## src/rtl/adapter_pkg.sv

```systemverilog
// Package: shared constants and types for the register file test adapter.
// Assumes a register file with 2**ADDR_W entries of WORD_W bits.
package adapter_pkg;

    localparam int ADDR_W  = 5;
    localparam int WORD_W  = 32;
    localparam int BYTE_W  = 8;
    localparam int NIB_W   = 4;
    localparam int SEG_W   = 7;
    localparam int NUM_KEY = 4;

    // Index of each key in the key bus.
    localparam int KEY_VIEW0 = 0;
    localparam int KEY_VIEW1 = 1;
    localparam int KEY_LOAD  = 2;
    localparam int KEY_WRITE = 3;

    // Which half of which read port is displayed.
    typedef enum logic [1:0] {
        VIEW_A_LO = 2'b00,
        VIEW_A_HI = 2'b01,
        VIEW_B_LO = 2'b10,
        VIEW_B_HI = 2'b11
    } view_code_t;

endpackage

```

## src/rtl/key_edge_pulse.sv

```systemverilog
// Module: key_edge_pulse
// Synchronises one active-low key and reports its pressed level.
// Also gives a one-cycle pulse on each press (a fall of the key).
// Assumes the key is asynchronous to clk and already debounced.
// At reset the chain holds the released state.
module key_edge_pulse #(
    parameter int SYNC_STAGES = 2
) (
    input  logic clk,
    input  logic rst_n,
    input  logic key_n,
    output logic pressed,
    output logic press_pulse
);

    logic [SYNC_STAGES-1:0] sync_q;
    logic                   last_q;

    // Shift the raw key level through the synchroniser chain.
    always_ff @(posedge clk) begin
        if (!rst_n) begin
            sync_q <= '1;
        end else begin
            sync_q <= {sync_q[SYNC_STAGES-2:0], key_n};
        end
    end

    // Remember the previous synchronised level for edge detection.
    always_ff @(posedge clk) begin
        if (!rst_n) begin
            last_q <= 1'b1;
        end else begin
            last_q <= sync_q[SYNC_STAGES-1];
        end
    end

    // Pressed is the inverted synchronised level; the pulse marks a falling edge.
    always_comb begin
        pressed     = ~sync_q[SYNC_STAGES-1];
        press_pulse = last_q & ~sync_q[SYNC_STAGES-1];
    end

endmodule

```

## src/rtl/word_assembler.sv

```systemverilog
// Module: word_assembler
// Holds a word that is built one byte lane at a time.
// On load, the chosen lane takes the new byte and the other lanes keep their value.
// Assumes WORD_W is a whole multiple of BYTE_W. Clears to zero on reset.
module word_assembler #(
    parameter int WORD_W = 32,
    parameter int BYTE_W = 8,
    localparam int LANES  = WORD_W / BYTE_W,
    localparam int LANE_W = (LANES > 1) ? $clog2(LANES) : 1
) (
    input  logic              clk,
    input  logic              rst_n,
    input  logic              load,
    input  logic [LANE_W-1:0] lane_sel,
    input  logic [BYTE_W-1:0] byte_in,
    output logic [WORD_W-1:0] word_o
);

    for (genvar g = 0; g < LANES; g++) begin : g_lane
        logic [BYTE_W-1:0] lane_q;
        logic              hit;

        // Decode whether this lane is the load target.
        always_comb begin
            hit = load && (lane_sel == LANE_W'(g));
        end

        // Store the lane byte; only the selected lane updates.
        always_ff @(posedge clk) begin
            if (!rst_n) begin
                lane_q <= '0;
            end else if (hit) begin
                lane_q <= byte_in;
            end
        end

        assign word_o[g*BYTE_W +: BYTE_W] = lane_q;
    end

endmodule

```

## src/rtl/view_select.sv

```systemverilog
// Module: view_select
// Picks one half of one of two read words for display.
// The code follows adapter_pkg::view_code_t. Purely combinational.
module view_select
    import adapter_pkg::*;
#(
    parameter int WORD_W = 32,
    localparam int HALF_W = WORD_W / 2
) (
    input  view_code_t        code,
    input  logic [WORD_W-1:0] data_a,
    input  logic [WORD_W-1:0] data_b,
    output logic [HALF_W-1:0] view_o
);

    // Route the selected half-word to the display.
    always_comb begin
        unique case (code)
            VIEW_A_LO: view_o = data_a[HALF_W-1:0];
            VIEW_A_HI: view_o = data_a[WORD_W-1:HALF_W];
            VIEW_B_LO: view_o = data_b[HALF_W-1:0];
            VIEW_B_HI: view_o = data_b[WORD_W-1:HALF_W];
            default:   view_o = '0;
        endcase
    end

endmodule

```

## src/rtl/hex_to_seg.sv

```systemverilog
// Module: hex_to_seg
// Turns one hex nibble into an active-low seven-segment pattern.
// Bit order is {g,f,e,d,c,b,a}, and a 0 lights the segment. Combinational.
module hex_to_seg (
    input  logic [3:0] nib,
    output logic [6:0] seg_n
);

    // Glyph lookup for the digits 0-9 and the letters A, b, C, d, E, F.
    always_comb begin
        unique case (nib)
            4'h0: seg_n = 7'h40;
            4'h1: seg_n = 7'h79;
            4'h2: seg_n = 7'h24;
            4'h3: seg_n = 7'h30;
            4'h4: seg_n = 7'h19;
            4'h5: seg_n = 7'h12;
            4'h6: seg_n = 7'h02;
            4'h7: seg_n = 7'h78;
            4'h8: seg_n = 7'h00;
            4'h9: seg_n = 7'h10;
            4'hA: seg_n = 7'h08;
            4'hB: seg_n = 7'h03;
            4'hC: seg_n = 7'h46;
            4'hD: seg_n = 7'h21;
            4'hE: seg_n = 7'h06;
            4'hF: seg_n = 7'h0E;
            default: seg_n = 7'h7F;
        endcase
    end

endmodule

```

## src/rtl/regfile_test_adapter.sv

```systemverilog
// Module: regfile_test_adapter (top)
// Lets switches and keys drive a register file and shows a read result on hex digits.
// sw[9:5] and sw[4:0] are the read addresses. sw[9:8] and sw[7:0] are the lane and byte for a load.
// sw[4:0] is also the write address. Key0 and key1 pick the view, key2 loads a byte,
// and key3 writes the holding word.
// Assumes the keys are active-low and debounced, and that the register file reads combinationally.
module regfile_test_adapter
    import adapter_pkg::*;
#(
    parameter int SYNC_STAGES = 2
) (
    input  logic                    clk,
    input  logic                    rst_n,
    input  logic [2*ADDR_W-1:0]     sw_i,
    input  logic [NUM_KEY-1:0]      key_n_i,
    input  logic [WORD_W-1:0]       rd_data_a_i,
    input  logic [WORD_W-1:0]       rd_data_b_i,
    output logic [ADDR_W-1:0]       rd_addr_a_o,
    output logic [ADDR_W-1:0]       rd_addr_b_o,
    output logic [ADDR_W-1:0]       wr_addr_o,
    output logic [WORD_W-1:0]       wr_data_o,
    output logic                    wr_en_o,
    output logic [WORD_W/2-1:0]     digit_nib_o,
    output logic [(WORD_W/8)*SEG_W-1:0] seg_n_o
);

    localparam int HALF_W = WORD_W / 2;
    localparam int DIGITS = HALF_W / NIB_W;
    localparam int LANES  = WORD_W / BYTE_W;
    localparam int LANE_W = $clog2(LANES);

    logic [NUM_KEY-1:0] key_level;
    logic [NUM_KEY-1:0] key_pulse;
    logic               byte_load;
    view_code_t         view_code;
    logic [HALF_W-1:0]  view_half;

    // One synchroniser and edge detector per key.
    for (genvar k = 0; k < NUM_KEY; k++) begin : g_key
        key_edge_pulse #(.SYNC_STAGES(SYNC_STAGES)) u_key (
            .clk        (clk),
            .rst_n      (rst_n),
            .key_n      (key_n_i[k]),
            .pressed    (key_level[k]),
            .press_pulse(key_pulse[k])
        );
    end

    // Switch-to-address mapping and the key-derived controls.
    always_comb begin
        rd_addr_a_o = sw_i[2*ADDR_W-1:ADDR_W];
        rd_addr_b_o = sw_i[ADDR_W-1:0];
        wr_addr_o   = sw_i[ADDR_W-1:0];
        byte_load   = key_pulse[KEY_LOAD];
        wr_en_o     = key_pulse[KEY_WRITE];
        view_code   = view_code_t'({key_level[KEY_VIEW1], key_level[KEY_VIEW0]});
    end

    // Holding word assembled from switch bytes.
    word_assembler #(.WORD_W(WORD_W), .BYTE_W(BYTE_W)) u_word (
        .clk     (clk),
        .rst_n   (rst_n),
        .load    (byte_load),
        .lane_sel(sw_i[BYTE_W +: LANE_W]),
        .byte_in (sw_i[BYTE_W-1:0]),
        .word_o  (wr_data_o)
    );

    // Display half-word selection.
    view_select #(.WORD_W(WORD_W)) u_view (
        .code  (view_code),
        .data_a(rd_data_a_i),
        .data_b(rd_data_b_i),
        .view_o(view_half)
    );

    assign digit_nib_o = view_half;

    // One segment decoder per digit.
    for (genvar d = 0; d < DIGITS; d++) begin : g_digit
        hex_to_seg u_seg (
            .nib  (view_half[d*NIB_W +: NIB_W]),
            .seg_n(seg_n_o[d*SEG_W +: SEG_W])
        );
    end

endmodule

```

## config.mk

```make
export PLATFORM = sky130hd
export DESIGN_NAME = regfile_test_adapter
export DESIGN_NICKNAME = d
export VERILOG_FILES = /design/src/rtl/adapter_pkg.sv /design/src/rtl/key_edge_pulse.sv /design/src/rtl/word_assembler.sv /design/src/rtl/view_select.sv /design/src/rtl/hex_to_seg.sv /design/src/rtl/regfile_test_adapter.sv
export SDC_FILE = /design/constraint.sdc
export NUM_CORES = 1
export LEC_CHECK = 0
export BUFFER_PORTS_ARGS = -buffer_cell sky130_fd_sc_hd__buf_4
export CORE_MARGIN = 1
export CORE_UTILIZATION = 29
export CTS_BUF_LIST = sky130_fd_sc_hd__clkbuf_16
export CTS_CLUSTER_DIAMETER = 100
export DETAILED_ROUTE_END_ITERATION = 8
export GPL_ROUTABILITY_DRIVEN = 0
export GPL_TIMING_DRIVEN = 0
export PLACE_DENSITY = 0.68
export SLEW_MARGIN = 20
export SYNTH_ARGS = -nofsm -noshare
export SYNTH_HDL_FRONTEND = slang
export SYNTH_HIERARCHICAL = 1
export SYNTH_SLANG_ARGS = --single-unit
export TNS_END_PERCENT = 50
```

## constraint.sdc

```tcl
create_clock -name clk -period 3.3 [get_ports clk]
set_input_delay 0.165 -clock clk [delete_from_list [all_inputs] [get_ports clk]]
set_output_delay 0.165 -clock clk [all_outputs]
set_load 0.02 [all_outputs]
```

==> results.py <==
metrics = {
    "cts": {
        "cts_max_level": 2,
        "cts_tree": "yes",
        "cts_buffer_depth": 2,
        "path_clk_slew_ns": 0.05,
        "postCtsSetupBuffers": 0,
        "cts.sink_count": 42,
        "clock_latency_ns": 0.27,
        "cts_buffers": 5,
        "post_cts_resized": 0,
        "cts_hold_buf": 0,
        "cts_root_buffer": "clkbuf_16",
    },
    "route": {
        "drtPass1Iterations": 5,
        "wl_mm": 9.01,
        "drtAntennaViolNets": 0,
        "drc": 0,
        "viasPerCell": 4.74,
        "drt-initial-drc-count": 68,
        "vias": 2920,
        "wire_per_inst_um": 14.6,
    },
    "sta": {
        "whs_ns": 0.0740,
        "finalClockSkew_ns": 0.00327,
        "rsz0062_at_grt": "no",
        "timing.final.crit_share_pct": 91.7,
        "fin_tns_setup_ns": 0,
        "slew_headroom_pct": 63.8,
        "finalSetupViolations": 0,
        "max_freq_mhz": 330,
        "hold_viol": 0,
        "maxSlewViolCount": 0,
        "period_minus_slack_ns": 3.03,
        "tightest_slew_ns": 0.542,
    },
    "global_routing": {
        "grt_pass1_wl_mm": 13.8,
        "grt_usage_pct": 15.7,
        "grt_max_degree": 15,
        "antenna_found_initial": 0,
        "grt_overflow": 0,
        "grt_pass1_vias": 2818,
    },
    "floorplanning": {
        "die_area_um2": 11100,
        "rows": 37,
        "core_area_um2": 10300,
        "num_io_pins": 172,
        "die_w_um": 105,
        "start_util_pct": 30.0,
        "die_y_um": 105,
    },
    "cells_and_area": {
        "final_common_cell": "buf_4",
        "multiInputGateArea_um2": 1950,
        "antenna_cells": 0,
        "most-common-layout-cells": "buf_4 (186), mux2i_1 (48), nand2_1 (44)",
        "final_nets": 588,
        "regArea_um2": 841,
        "fill_cells": 933,
        "syn2layout_area_growth_pct": 51.2,
        "drive_gt1_share_pct": 46.7,
    },
    "placed_design": {
        "io_buffers": 171,
        "hpwl_mm": 7.40,
    },
    "logic_synthesis": {
        "synth.yosys.warnings": 6,
        "postSynthCellCount": 302,
        "syn_area_um2": 3100,
        "avgSynthCellArea_um2": 10.3,
        "synth_nets": 410,
    },
    "critical_path": {
        "crit_path_max_fanout": 10,
        "worstSetupPathType": "reg2out",
        "cp-end-kind": "primary output",
        "crit_path_start_kind": "flop",
        "worstPathArrival_ns": 2.86,
        "max_stage_delay_ns": 0.44,
        "crit_slowest_cell": "mux4_2",
        "critical_path.cell_chain": "inv_1 -> buf_2 -> buf_2 -> mux4_2 -> inv_1 -> ha_1 -> and2b_2 -> or3b_1 -> o21ai_0 -> buf_4",
        "required_ns": 3.13,
    },
    "run": {
        "cap_violations": 0,
    },
    "power_and_ir_drop": {
        "peakVddDrop_mv": 0.344,
        "p_per_area_nw_per_um2": 342,
        "p_leak_nw": 2.44,
    },
    "worst_hold_path": {
        "min_path_type": "in2reg",
    },
    "outcome": {
        "status": "finished clean",
    },
}
[cell type report]
| cell class | instances | area share (%) |
|---|---|---|
| timing repair buffer | 171 | 27.4 |
| multi-input combinational | 212 | 41.6 |
| clock buffer | 5 | 2.67 |
| buffer | 34 | 5.45 |
| inverter | 14 | 1.12 |
| tap | 136 | 3.63 |
| sequential | 42 | 17.9 |
| clock inverter | 2 | 0.160 |
[sequential cells by signal (all words and copies together) (netlist names)]
name / flops
g_key.u_key/last_q: 2
g_key.u_key/sync_q: 8
u_word/g_lane.lane_q: 32
[routing by layer]
metal / vias up / track usage, % / part of all wire [%]
li1: 1396 / - / -
met4: 0 / 4.23 / 1.2
met3: 10 / 4.58 / 9.6
met1: 1374 / 16.0 / 38
met2: 140 / 30.5 / 51
met5: - / 0 / 0
[where the power goes]
group	internal (W)	leakage, nW	switching, W	total [W]
Clock	0.000270	0.0723	0.000171	0.000441
Combinational	0.000312	2.02	0.000328	0.000640
Sequential	0.000517	0.341	0.00000391	0.000521
Total	0.00110	2.44	0.000503	0.00160
[final timing paths]
check,from,cells past startpoint,endpoint,slack (ns)
setup / recovery,g_key[1].u_key/sync_q[1],10,seg_n_o[14],0.27
hold reg to reg,g_key[0].u_key/sync_q[0],1,g_key[0].u_key/sync_q[1],0.40
setup reg to reg,g_key[2].u_key/last_q,3,u_word/g_lane[3].lane_q[0],1.96
hold / removal,key_n_i[0],2,g_key[0].u_key/sync_q[0],0.07
[critical path: cells and delay by family, from the launching register on]
| kind | cells | cell delay (ns) |
|---|---|---|
| buffers and inverters | 5 | 0.91 |
| AND/OR/NAND/NOR | 2 | 0.59 |
| multiplexers | 1 | 0.44 |
| flip-flops | 1 | 0.29 |
| adder cells (fa/ha/maj) | 1 | 0.21 |
| AO/OA/AOI/OAI | 1 | 0.13 |
[metrics by stage]
stage	util, %	worst slack (ns)	cells	instance area [um2]	power [W]
after floorplan	-	0.768	302	3100	0.000907
after global placement	44.1	0.613	609	4550	0.00116
after detailed placement	44.1	0.578	609	4550	0.00118
after CTS	45.4	0.276	616	4680	0.00162
after global routing	45.4	0.127	616	4680	0.00168
final	45.4	0.274	616	4680	0.00160
(Power assumes the default switching activity.)
